[src/rtl/hfe_pkg.sv]
`timescale 1ns/1ps
package hfe_pkg;

    localparam int WORD_BYTES = 4;
    localparam int WORD_W     = 8 * WORD_BYTES;
    localparam int MSG_LEN_W  = 64;

    typedef enum logic [1:0] {
        ALG_MD5    = 2'd0,
        ALG_SHA1   = 2'd1,
        ALG_SHA224 = 2'd2,
        ALG_SHA256 = 2'd3
    } algo_e;

    typedef enum logic [2:0] {
        S_IDLE,
        S_GUARD,
        S_TAKE,
        S_CRUNCH,
        S_EMIT,
        S_DONE
    } intake_e;

    localparam logic [7:0] OFS_RESET  = 8'h00;
    localparam logic [7:0] OFS_LEN_HI = 8'h04;
    localparam logic [7:0] OFS_LEN_LO = 8'h08;
    localparam logic [7:0] OFS_CTRL   = 8'h0C;
    localparam logic [7:0] OFS_STAT   = 8'h10;
    localparam logic [7:0] OFS_ENAB   = 8'h14;
    localparam logic [7:0] OFS_CLR    = 8'h18;
    localparam logic [7:0] OFS_RESQ   = 8'h1C;
    localparam logic [7:0] OFS_REV    = 8'h50;

    localparam int ST_AVAIL = 0;
    localparam int ST_NEW   = 1;
    localparam int ST_RDERR = 2;
    localparam int ST_WRERR = 3;
    localparam int ST_RAW   = 8;

    function automatic logic [3:0] digest_len(algo_e a);
        logic [3:0] n;
        unique case (a)
            ALG_MD5:    n = 4'd4;
            ALG_SHA1:   n = 4'd5;
            ALG_SHA224: n = 4'd7;
            ALG_SHA256: n = 4'd8;
        endcase
        return n;
    endfunction

    // Source lane feeding output lane 'lane' (lane 3 is the MSB byte).
    function automatic logic [1:0] src_lane(logic [1:0] order, logic [1:0] lane);
        logic [1:0] s;
        unique case (order)
            2'd0: s = lane;
            2'd1: s = 2'd3 - lane;
            2'd2: s = lane[1] ? (lane ^ 2'd1) : lane;
            2'd3: s = lane ^ 2'd2;
        endcase
        return s;
    endfunction

    function automatic logic [WORD_W-1:0] rotl5(logic [WORD_W-1:0] v);
        return {v[WORD_W-6:0], v[WORD_W-1:WORD_W-5]};
    endfunction

endpackage

[src/rtl/hfe_lane_swap.sv]
`timescale 1ns/1ps
module hfe_lane_swap
    import hfe_pkg::*;
(
    input  logic [1:0]        order,
    input  logic [WORD_W-1:0] din,
    output logic [WORD_W-1:0] dout
);

    for (genvar l = 0; l < WORD_BYTES; l++) begin : g_lane
        logic [1:0] sel;
        always_comb begin
            sel = src_lane(order, 2'(l));
            dout[8*l +: 8] = din[8*sel +: 8];
        end
    end

endmodule

[src/rtl/hfe_result_fifo.sv]
`timescale 1ns/1ps
module hfe_result_fifo #(
    parameter int WIDTH = 32,
    parameter int DEPTH = 8
) (
    input  logic             clk,
    input  logic             rst_n,
    input  logic             flush,
    input  logic             push,
    input  logic [WIDTH-1:0] push_data,
    input  logic             pop,
    output logic [WIDTH-1:0] head,
    output logic             empty,
    output logic             full
);

    localparam int PW = (DEPTH > 1) ? $clog2(DEPTH) : 1;
    localparam int CW = $clog2(DEPTH + 1);

    logic [WIDTH-1:0] mem [DEPTH];
    logic [PW-1:0]    wptr, rptr;
    logic [CW-1:0]    cnt;
    logic             push_ok, pop_ok;

    assign empty   = (cnt == '0);
    assign full    = (cnt == CW'(DEPTH));
    assign push_ok = push && !full;
    assign pop_ok  = pop && !empty;
    assign head    = mem[rptr];

    always_ff @(posedge clk or negedge rst_n) begin
        if (!rst_n) begin
            wptr <= '0;
            rptr <= '0;
            cnt  <= '0;
        end else if (flush) begin
            wptr <= '0;
            rptr <= '0;
            cnt  <= '0;
        end else begin
            if (push_ok) wptr <= (wptr == PW'(DEPTH - 1)) ? '0 : wptr + 1'b1;
            if (pop_ok)  rptr <= (rptr == PW'(DEPTH - 1)) ? '0 : rptr + 1'b1;
            cnt <= cnt + CW'(push_ok) - CW'(pop_ok);
        end
    end

    always_ff @(posedge clk) begin
        if (push_ok && !flush) mem[wptr] <= push_data;
    end

    // a digest always fits; the core never pushes into a full queue
    a_r6_no_overflow: assert property (@(posedge clk) disable iff (!rst_n)
        (push && !flush) |-> !full);

endmodule

[src/rtl/hfe_intake_fsm.sv]
`timescale 1ns/1ps
module hfe_intake_fsm
    import hfe_pkg::*;
#(
    parameter int GUARD_CYC = 2,
    parameter int LATENCY   = 4
) (
    input  logic                 clk,
    input  logic                 rst_n,
    input  logic                 hold,
    input  logic                 start,
    input  algo_e                algo,
    input  logic [MSG_LEN_W-1:0] msg_bits,
    input  logic                 dat_valid,
    input  logic [WORD_W-1:0]    dat_word,
    output logic                 dat_ready,
    output logic                 push,
    output logic [WORD_W-1:0]    push_word,
    output logic                 done_pulse,
    output logic                 early_write
);

    localparam int WC_W = MSG_LEN_W - 4;
    localparam int GC_W = $clog2(GUARD_CYC + 1);
    localparam int LC_W = $clog2(LATENCY + 1);

    intake_e           state, nxt;
    logic [GC_W-1:0]   gcnt;
    logic [LC_W-1:0]   lcnt;
    logic [3:0]        eidx;
    logic [WC_W-1:0]   widx;
    logic [WORD_W-1:0] acc;

    logic [MSG_LEN_W:0] bits_ext;
    logic [WC_W-1:0]    total_words;
    logic [4:0]         tail;
    logic [2:0]         keep;
    logic [WORD_W-1:0]  masked;
    logic               is_last, fire, last_emit;
    logic [3:0]         nwords;

    assign bits_ext    = {1'b0, msg_bits} + (MSG_LEN_W + 1)'(31);
    assign total_words = bits_ext[MSG_LEN_W:5];
    assign tail        = msg_bits[4:0] + 5'd7;
    assign keep        = (tail[4:3] == 2'd0) ? 3'd4 : {1'b0, tail[4:3]};
    assign is_last     = (widx == total_words - WC_W'(1));
    assign nwords      = digest_len(algo);
    assign last_emit   = (eidx == nwords - 4'd1);

    for (genvar l = 0; l < WORD_BYTES; l++) begin : g_mask
        localparam logic [2:0] RANK = 3'(WORD_BYTES - 1 - l);
        assign masked[8*l +: 8] = (RANK < keep) ? dat_word[8*l +: 8] : 8'h00;
    end

    // State register
    always_ff @(posedge clk or negedge rst_n) begin
        if (!rst_n) state <= S_IDLE;
        else        state <= nxt;
    end

    // Next state
    always_comb begin
        nxt = state;
        if (hold) begin
            nxt = S_IDLE;
        end else if (start) begin
            nxt = S_GUARD;
        end else begin
            unique case (state)
                S_IDLE:   nxt = S_IDLE;
                S_GUARD:  if (gcnt == '0) nxt = (total_words == '0) ? S_CRUNCH : S_TAKE;
                S_TAKE:   if (fire && is_last) nxt = S_CRUNCH;
                S_CRUNCH: if (lcnt == '0) nxt = S_EMIT;
                S_EMIT:   if (last_emit) nxt = S_DONE;
                S_DONE:   nxt = S_DONE;
            endcase
        end
    end

    // Outputs
    always_comb begin
        dat_ready   = (state != S_GUARD);
        push        = (state == S_EMIT);
        push_word   = acc ^ {{(WORD_W-4){1'b0}}, eidx};
        done_pulse  = (state == S_EMIT) && last_emit && !hold && !start;
        early_write = (state == S_IDLE) && dat_valid && !hold;
    end

    assign fire = dat_valid && dat_ready;

    // Datapath counters and accumulator
    always_ff @(posedge clk or negedge rst_n) begin
        if (!rst_n) begin
            gcnt <= '0;
            lcnt <= '0;
            eidx <= '0;
            widx <= '0;
            acc  <= '0;
        end else if (start) begin
            gcnt <= GC_W'(GUARD_CYC - 1);
            widx <= '0;
            acc  <= '0;
        end else begin
            if (state == S_GUARD && gcnt != '0) gcnt <= gcnt - 1'b1;
            if (state == S_TAKE && fire) begin
                acc  <= rotl5(acc) ^ (is_last ? masked : dat_word);
                widx <= widx + 1'b1;
            end
            lcnt <= (state == S_CRUNCH) ? lcnt - 1'b1 : LC_W'(LATENCY - 1);
            eidx <= (state == S_EMIT) ? eidx + 1'b1 : 4'd0;
        end
    end

    // port stalled on the first cycle after a control write
    a_r4_guard_first: assert property (@(posedge clk) disable iff (!rst_n)
        start |=> !dat_ready);
    // and on the second cycle
    a_r4_guard_second: assert property (@(posedge clk) disable iff (!rst_n)
        ($past(start) && !hold) |=> !dat_ready);
    // never more words absorbed than the length allows
    a_r5_no_excess: assert property (@(posedge clk) disable iff (!rst_n)
        (state == S_TAKE) |-> (widx < total_words));
    // completion is a single-cycle event
    a_r9_single_done: assert property (@(posedge clk) disable iff (!rst_n)
        done_pulse |=> !done_pulse);

endmodule

[src/rtl/hash_frontend.sv]
`timescale 1ns/1ps
module hash_frontend
    import hfe_pkg::*;
#(
    parameter int          GUARD_CYC = 2,
    parameter int          LATENCY   = 4,
    parameter int          QDEPTH    = 8,
    parameter logic [31:0] REVISION  = 32'h0001_0200
) (
    input  logic        clk,
    input  logic        rst_n,
    input  logic        reg_wr,
    input  logic        reg_rd,
    input  logic [7:0]  reg_addr,
    input  logic [31:0] reg_wdata,
    output logic [31:0] reg_rdata,
    input  logic        dat_valid,
    input  logic [31:0] dat_word,
    output logic        dat_ready,
    output logic        irq
);

    logic        soft_rst;
    logic [31:0] len_hi, len_lo;
    algo_e       algo;
    logic [1:0]  order;
    logic [3:0]  enab;
    logic        sts_new, sts_rderr, sts_wrerr;
    logic [3:0]  sts_lo;
    logic [31:0] status, rd_mux;

    logic        start, flush, q_pop, q_empty, q_full;
    logic        push, done_pulse, early_write;
    logic [31:0] push_word, q_head, swapped;
    logic        unused_bits;

    assign unused_bits = ^{reg_wdata[31:10], reg_wdata[7:4], q_full};

    assign start = reg_wr && (reg_addr == OFS_CTRL) && !soft_rst;
    assign flush = start || soft_rst;
    assign q_pop = reg_rd && (reg_addr == OFS_RESQ);

    hfe_lane_swap u_swap (
        .order (order),
        .din   (dat_word),
        .dout  (swapped)
    );

    hfe_intake_fsm #(
        .GUARD_CYC (GUARD_CYC),
        .LATENCY   (LATENCY)
    ) u_intake (
        .clk         (clk),
        .rst_n       (rst_n),
        .hold        (soft_rst),
        .start       (start),
        .algo        (algo),
        .msg_bits    ({len_hi, len_lo}),
        .dat_valid   (dat_valid),
        .dat_word    (swapped),
        .dat_ready   (dat_ready),
        .push        (push),
        .push_word   (push_word),
        .done_pulse  (done_pulse),
        .early_write (early_write)
    );

    hfe_result_fifo #(
        .WIDTH (32),
        .DEPTH (QDEPTH)
    ) u_resq (
        .clk       (clk),
        .rst_n     (rst_n),
        .flush     (flush),
        .push      (push),
        .push_data (push_word),
        .pop       (q_pop),
        .head      (q_head),
        .empty     (q_empty),
        .full      (q_full)
    );

    // Configuration registers
    always_ff @(posedge clk or negedge rst_n) begin
        if (!rst_n) begin
            soft_rst <= 1'b0;
            len_hi   <= '0;
            len_lo   <= '0;
            algo     <= ALG_MD5;
            order    <= 2'd0;
            enab     <= '0;
        end else if (reg_wr) begin
            case (reg_addr)
                OFS_RESET:  soft_rst <= reg_wdata[0];
                OFS_LEN_HI: len_hi   <= reg_wdata;
                OFS_LEN_LO: len_lo   <= reg_wdata;
                OFS_CTRL: begin
                    algo  <= algo_e'(reg_wdata[1:0]);
                    order <= reg_wdata[9:8];
                end
                OFS_ENAB:   enab     <= reg_wdata[3:0];
                default: ;
            endcase
        end
    end

    // Sticky status bits: set beats clear
    logic clr_hit;
    assign clr_hit = reg_wr && (reg_addr == OFS_CLR);

    always_ff @(posedge clk or negedge rst_n) begin
        if (!rst_n) begin
            sts_new   <= 1'b0;
            sts_rderr <= 1'b0;
            sts_wrerr <= 1'b0;
        end else if (soft_rst) begin
            sts_new   <= 1'b0;
            sts_rderr <= 1'b0;
            sts_wrerr <= 1'b0;
        end else begin
            if (done_pulse)                       sts_new   <= 1'b1;
            else if (clr_hit && reg_wdata[ST_NEW]) sts_new   <= 1'b0;
            if (q_pop && q_empty)                 sts_rderr <= 1'b1;
            else if (clr_hit && reg_wdata[ST_RDERR]) sts_rderr <= 1'b0;
            if (early_write)                      sts_wrerr <= 1'b1;
            else if (clr_hit && reg_wdata[ST_WRERR]) sts_wrerr <= 1'b0;
        end
    end

    assign sts_lo = {sts_wrerr, sts_rderr, sts_new, !q_empty};
    assign irq    = |(sts_lo & enab);

    always_comb begin
        status         = '0;
        status[3:0]    = sts_lo;
        status[ST_RAW] = |sts_lo;
    end

    always_comb begin
        case (reg_addr)
            OFS_RESET:  rd_mux = {31'b0, soft_rst};
            OFS_LEN_HI: rd_mux = len_hi;
            OFS_LEN_LO: rd_mux = len_lo;
            OFS_CTRL:   rd_mux = {22'b0, order, 6'b0, algo};
            OFS_STAT:   rd_mux = status;
            OFS_ENAB:   rd_mux = {28'b0, enab};
            OFS_RESQ:   rd_mux = q_empty ? 32'h0 : q_head;
            OFS_REV:    rd_mux = REVISION;
            default:    rd_mux = 32'h0;
        endcase
    end

    always_ff @(posedge clk or negedge rst_n) begin
        if (!rst_n) reg_rdata <= '0;
        else        reg_rdata <= reg_rd ? rd_mux : 32'h0;
    end

    // a read of an empty queue leaves the read error flagged
    a_r7_empty_read: assert property (@(posedge clk) disable iff (!rst_n)
        (q_pop && q_empty && !soft_rst) |=> sts_rderr);
    // an enabled completion raises irq
    a_r11_irq_new: assert property (@(posedge clk) disable iff (!rst_n)
        (done_pulse && enab[ST_NEW] && !(reg_wr && reg_addr == OFS_ENAB)) |=> irq);

endmodule

[config.mk]
export PLATFORM = sky130hd
export DESIGN_NAME = hash_frontend
export DESIGN_NICKNAME = d
export VERILOG_FILES = /design/src/rtl/hfe_pkg.sv /design/src/rtl/hfe_lane_swap.sv /design/src/rtl/hfe_result_fifo.sv /design/src/rtl/hfe_intake_fsm.sv /design/src/rtl/hash_frontend.sv
export SDC_FILE = /design/constraint.sdc
export NUM_CORES = 1
export LEC_CHECK = 0
export BUFFER_PORTS_ARGS = -buffer_cell sky130_fd_sc_hd__buf_2
export CORE_ASPECT_RATIO = 1.5
export CORE_UTILIZATION = 35
export DETAILED_ROUTE_END_ITERATION = 12
export PLACE_DENSITY = 0.56
export SYNTH_ARGS = -nofsm -noshare
export SYNTH_HDL_FRONTEND = slang
export SYNTH_HIERARCHICAL = 1
export SYNTH_SLANG_ARGS = --single-unit
[constraint.sdc]
create_clock -name clk -period 6.9 [get_ports clk]
set_input_delay 0.345 -clock clk [delete_from_list [all_inputs] [get_ports clk]]
set_output_delay 0.345 -clock clk [all_outputs]
set_load 0.1 [all_outputs]
==> report_table.html <==
<table>
<tr><th>Metric</th><th>Value</th></tr>
<tr><th colspan="2">Status</th></tr>
<tr><td>Result of the run</td><td>finished clean</td></tr>
<tr><th colspan="2">Place</th></tr>
<tr><td>Weighted congestion reported at the end of routability-driven placement</td><td>0.996</td></tr>
<tr><td>Standard cell area after detailed placement</td><td>27600 µm²</td></tr>
<tr><td>HPWL after detailed placement</td><td>58.8 mm</td></tr>
<tr><td>Count of buffers inserted at the top-level ports</td><td>110</td></tr>
<tr><th colspan="2">Worst hold path</th></tr>
<tr><td>Worst hold path depth</td><td>2</td></tr>
<tr><td>Hold Crit Class</td><td>input port to register</td></tr>
<tr><th colspan="2">CTS</th></tr>
<tr><td>TritonCTS buffer count</td><td>44</td></tr>
<tr><td>Clock insertion delay at the later pin of the skew report</td><td>590 ps</td></tr>
<tr><td>Clock tree from TritonCTS</td><td>built</td></tr>
<tr><td>Clock-pin slew on the worst setup and hold paths</td><td>60 ps</td></tr>
<tr><td>Cell at the root of the clock tree</td><td>sky130_fd_sc_hd__clkbuf_16</td></tr>
<tr><td>Count of instances resized after the clock tree is built</td><td>0</td></tr>
<tr><td>Max Buffers Root-to-Sink</td><td>3</td></tr>
<tr><td>CTS HTree Levels</td><td>2</td></tr>
<tr><td>Clk sink count</td><td>478</td></tr>
<tr><th colspan="2">STA</th></tr>
<tr><td>Final hold violation count</td><td>0</td></tr>
<tr><td>Max Fclk</td><td>0.170 GHz</td></tr>
<tr><td>Max-slew violation count</td><td>0</td></tr>
<tr><td>Worst-Margin Slew</td><td>1130 ps</td></tr>
<tr><td>Final worst path period share</td><td>85.4%</td></tr>
<tr><td>Setup TNS</td><td>0 ps</td></tr>
<tr><td>Final Setup Violations</td><td>0</td></tr>
<tr><td>Clk_skew</td><td>16.6 ps</td></tr>
<tr><td>Fin crit period</td><td>5890 ps</td></tr>
<tr><td>Unrepaired setup endpoints after global routing</td><td>false</td></tr>
<tr><td>Tightest slew margin relative to the limit</td><td>23.4%</td></tr>
<tr><th colspan="2">Yosys</th></tr>
<tr><td>Syn nets</td><td>2236</td></tr>
<tr><td>Count of warnings emitted by yosys</td><td>6</td></tr>
<tr><td>Cell area after technology mapping</td><td>26200 µm²</td></tr>
<tr><td>Count of mapped cells out of synthesis</td><td>2131</td></tr>
<tr><td>Post-synthesis area per instance</td><td>12.3 µm²</td></tr>
<tr><th colspan="2">Global routing</th></tr>
<tr><td>Total congestion overflow</td><td>0</td></tr>
<tr><td>Number of antenna violations at the first check in global routing</td><td>8</td></tr>
<tr><td>Via count of the first global-routing pass</td><td>18.4k</td></tr>
<tr><td>Wire length of the first global-routing pass</td><td>119 mm</td></tr>
<tr><td>Maximum number of pins on one net before global-route repair</td><td>88</td></tr>
<tr><td>All-Layer GR Usage</td><td>21.1%</td></tr>
<tr><th colspan="2">Die</th></tr>
<tr><td>Height of the die</td><td>337 µm</td></tr>
<tr><td>Die span in x</td><td>225 µm</td></tr>
<tr><td>Initial Util</td><td>35.5%</td></tr>
<tr><td>Number of rows created at floorplan</td><td>122</td></tr>
<tr><td>Number of I/O pins</td><td>111</td></tr>
<tr><td>Std-Cell Core Area</td><td>73900 µm²</td></tr>
<tr><td>Area of the die</td><td>76000 µm²</td></tr>
<tr><th colspan="2">Worst setup path</th></tr>
<tr><td>Critical path data required time</td><td>7330 ps</td></tr>
<tr><td>Critical path, cell by cell</td><td>and4_1 &gt; nand4_2 &gt; o31ai_1 &gt; nand4_1 &gt; nand4bb_1 &gt; or4_1 &gt; nor4b_1 &gt; and3b_1 &gt; xnor2_1 &gt; nand4_4 &gt; nor4_4 &gt; buf_4 &gt; or3_1 &gt; a31oi_1</td></tr>
<tr><td>Worst setup EP type</td><td>register</td></tr>
<tr><td>Slowest cell on the critical path</td><td>sky130_fd_sc_hd__or4_1</td></tr>
<tr><td>Critical path peak fanout</td><td>16</td></tr>
<tr><td>Critical Setup Path Class</td><td>register to register</td></tr>
<tr><td>Kind of start point of the critical path</td><td>register</td></tr>
<tr><td>CP arrival</td><td>6320 ps</td></tr>
<tr><td>Crit-path max cell delay</td><td>780 ps</td></tr>
<tr><td>Logic depth of the worst register-to-register path</td><td>14</td></tr>
<tr><th colspan="2">Flow run</th></tr>
<tr><td>Max Cap Viol</td><td>0</td></tr>
<tr><th colspan="2">Final layout</th></tr>
<tr><td>Most common library cell in the layout ignoring fill and taps</td><td>sky130_fd_sc_hd__edfxtp_1</td></tr>
<tr><td>Final-layout fill cell count</td><td>7090</td></tr>
<tr><td>Post-Layout Inst Area</td><td>29300 µm²</td></tr>
<tr><td>Flip-flop and latch area</td><td>13200 µm²</td></tr>
<tr><td>Post-layout nets</td><td>2323</td></tr>
<tr><td>Most frequent cells in the layout</td><td>256 x sky130_fd_sc_hd__edfxtp_1, 220 x sky130_fd_sc_hd__dfrtp_1, 160 x sky130_fd_sc_hd__nor2_1</td></tr>
<tr><td>Fraction of final layout cells with drive strength greater than 1</td><td>19.8%</td></tr>
<tr><td>Signed area change from the synthesized netlist to the final layout</td><td>11.7%</td></tr>
<tr><td>Area occupied by multi-input gates</td><td>12000 µm²</td></tr>
<tr><th colspan="2">Detailed routing</th></tr>
<tr><td>Average via count per standard cell</td><td>5.60</td></tr>
<tr><td>Number of DRC violations after detailed-routing iteration 0</td><td>1164</td></tr>
<tr><td>Total wirelength of the detailed-routed design</td><td>79.2 mm</td></tr>
<tr><td>Number of remaining DRC errors</td><td>0</td></tr>
<tr><td>Vias after detailed routing</td><td>18.2k</td></tr>
<tr><td>Routed wire per std cell</td><td>24.4 µm</td></tr>
<tr><td>Number of nets with antenna violations after routing</td><td>0</td></tr>
<tr><td>Detailed-routing iteration count for the pre-antenna-repair pass</td><td>5</td></tr>
<tr><th colspan="2">Power and ir drop</th></tr>
<tr><td>IR drop worst, VDD</td><td>182 µV</td></tr>
<tr><td>Static Leakage</td><td>11.0 nW</td></tr>
<tr><td>Pwr dens</td><td>261 nW/µm²</td></tr>
</table>
[flip-flops by register name (all words and copies together), names as in the netlist]
register	count
len_hi	32
sts_wrerr	1
enab	4
u_resq/wptr	3
u_intake/acc	32
u_resq/rptr	3
u_resq/mem	256
soft_rst	1
u_intake/lcnt	3
u_resq/cnt	4
order	2
u_intake/gcnt	2
len_lo	32
reg_rdata	32
sts_rderr	1
sts_new	1
u_intake/eidx	4
u_intake/widx	60
u_intake/state	3
algo	2
[metrics by stage]
| step | util [%] | cells | setup slack, ps | hold WS [ps] | power, mW |
|---|---|---|---|---|---|
| 2_1_floorplan | - | 2131 | 1970 | 49.4 | 4.74 |
| 3_3_place_gp | 37.4 | 3143 | 1250 | 398 | 5.15 |
| 3_5_place_dp | 37.4 | 3143 | 1110 | 409 | 5.19 |
| 4_1_cts | 39.6 | 3246 | 1100 | 12.7 | 7.73 |
| 5_1_grt | 39.6 | 3246 | 716 | 22.1 | 7.98 |
| 6_report | 39.6 | 3249 | 1010 | 44.7 | 7.65 |
[power by group]
| part | switching, mW | internal (mW) |
|---|---|---|
| Combinational | 0.783 | 0.546 |
| Sequential | 0.415 | 3.39 |
| Clock | 1.08 | 1.43 |
[final timing paths]
check	endpoint	startpoint	slack, ps
max	u_intake/acc[20]	len_lo[17]	1010
min	len_hi[6]	reg_wdata[6]	40
max reg2reg	u_intake/acc[20]	len_lo[17]	1010
min reg2reg	u_intake/gcnt[0]	u_intake/gcnt[0]	530
max in group asynchronous	u_intake/acc[31]	rst_n	5060
min in group asynchronous	len_hi[13]	rst_n	360
[area by class of cell]
type,count,share of cell area [%]
Clock buffer,60,4.03
Timing Repair Buffer,179,3.86
Clock inverter,22,0.966
Inverter,61,0.782
Tap cell,992,4.24
Antenna cell,3,0.0256
Multi-Input combinational cell,1454,40.8
Sequential cell,478,45.2
[worst max-delay path: cells and delay by family (launching register included)]
family | cells | cell delay (ps)
AOI/OAI and AO/OA | 2 | 520
xor gates and xnor gates | 1 | 190
buffers and inverters | 1 | 270
DFF | 1 | 500
and+or+nand+nor | 10 | 4200
[metal layers]
metal	GRT usage (%)	up-vias	part of all wire, %
met5	0	-	0.087
met4	12.0	12	6.0
met3	3.22	178	4.6
met2	38.5	531	52
met1	23.2	9226	37
li1	-	8255	-
[what timing repair did]
action | in CTS | in global routing
setup buffers | 0 | 0
hold endpoints to repair | 122 | 0
hold buffers | 21 | 0
No activity file was read; power rests on OpenSTA's default activity.
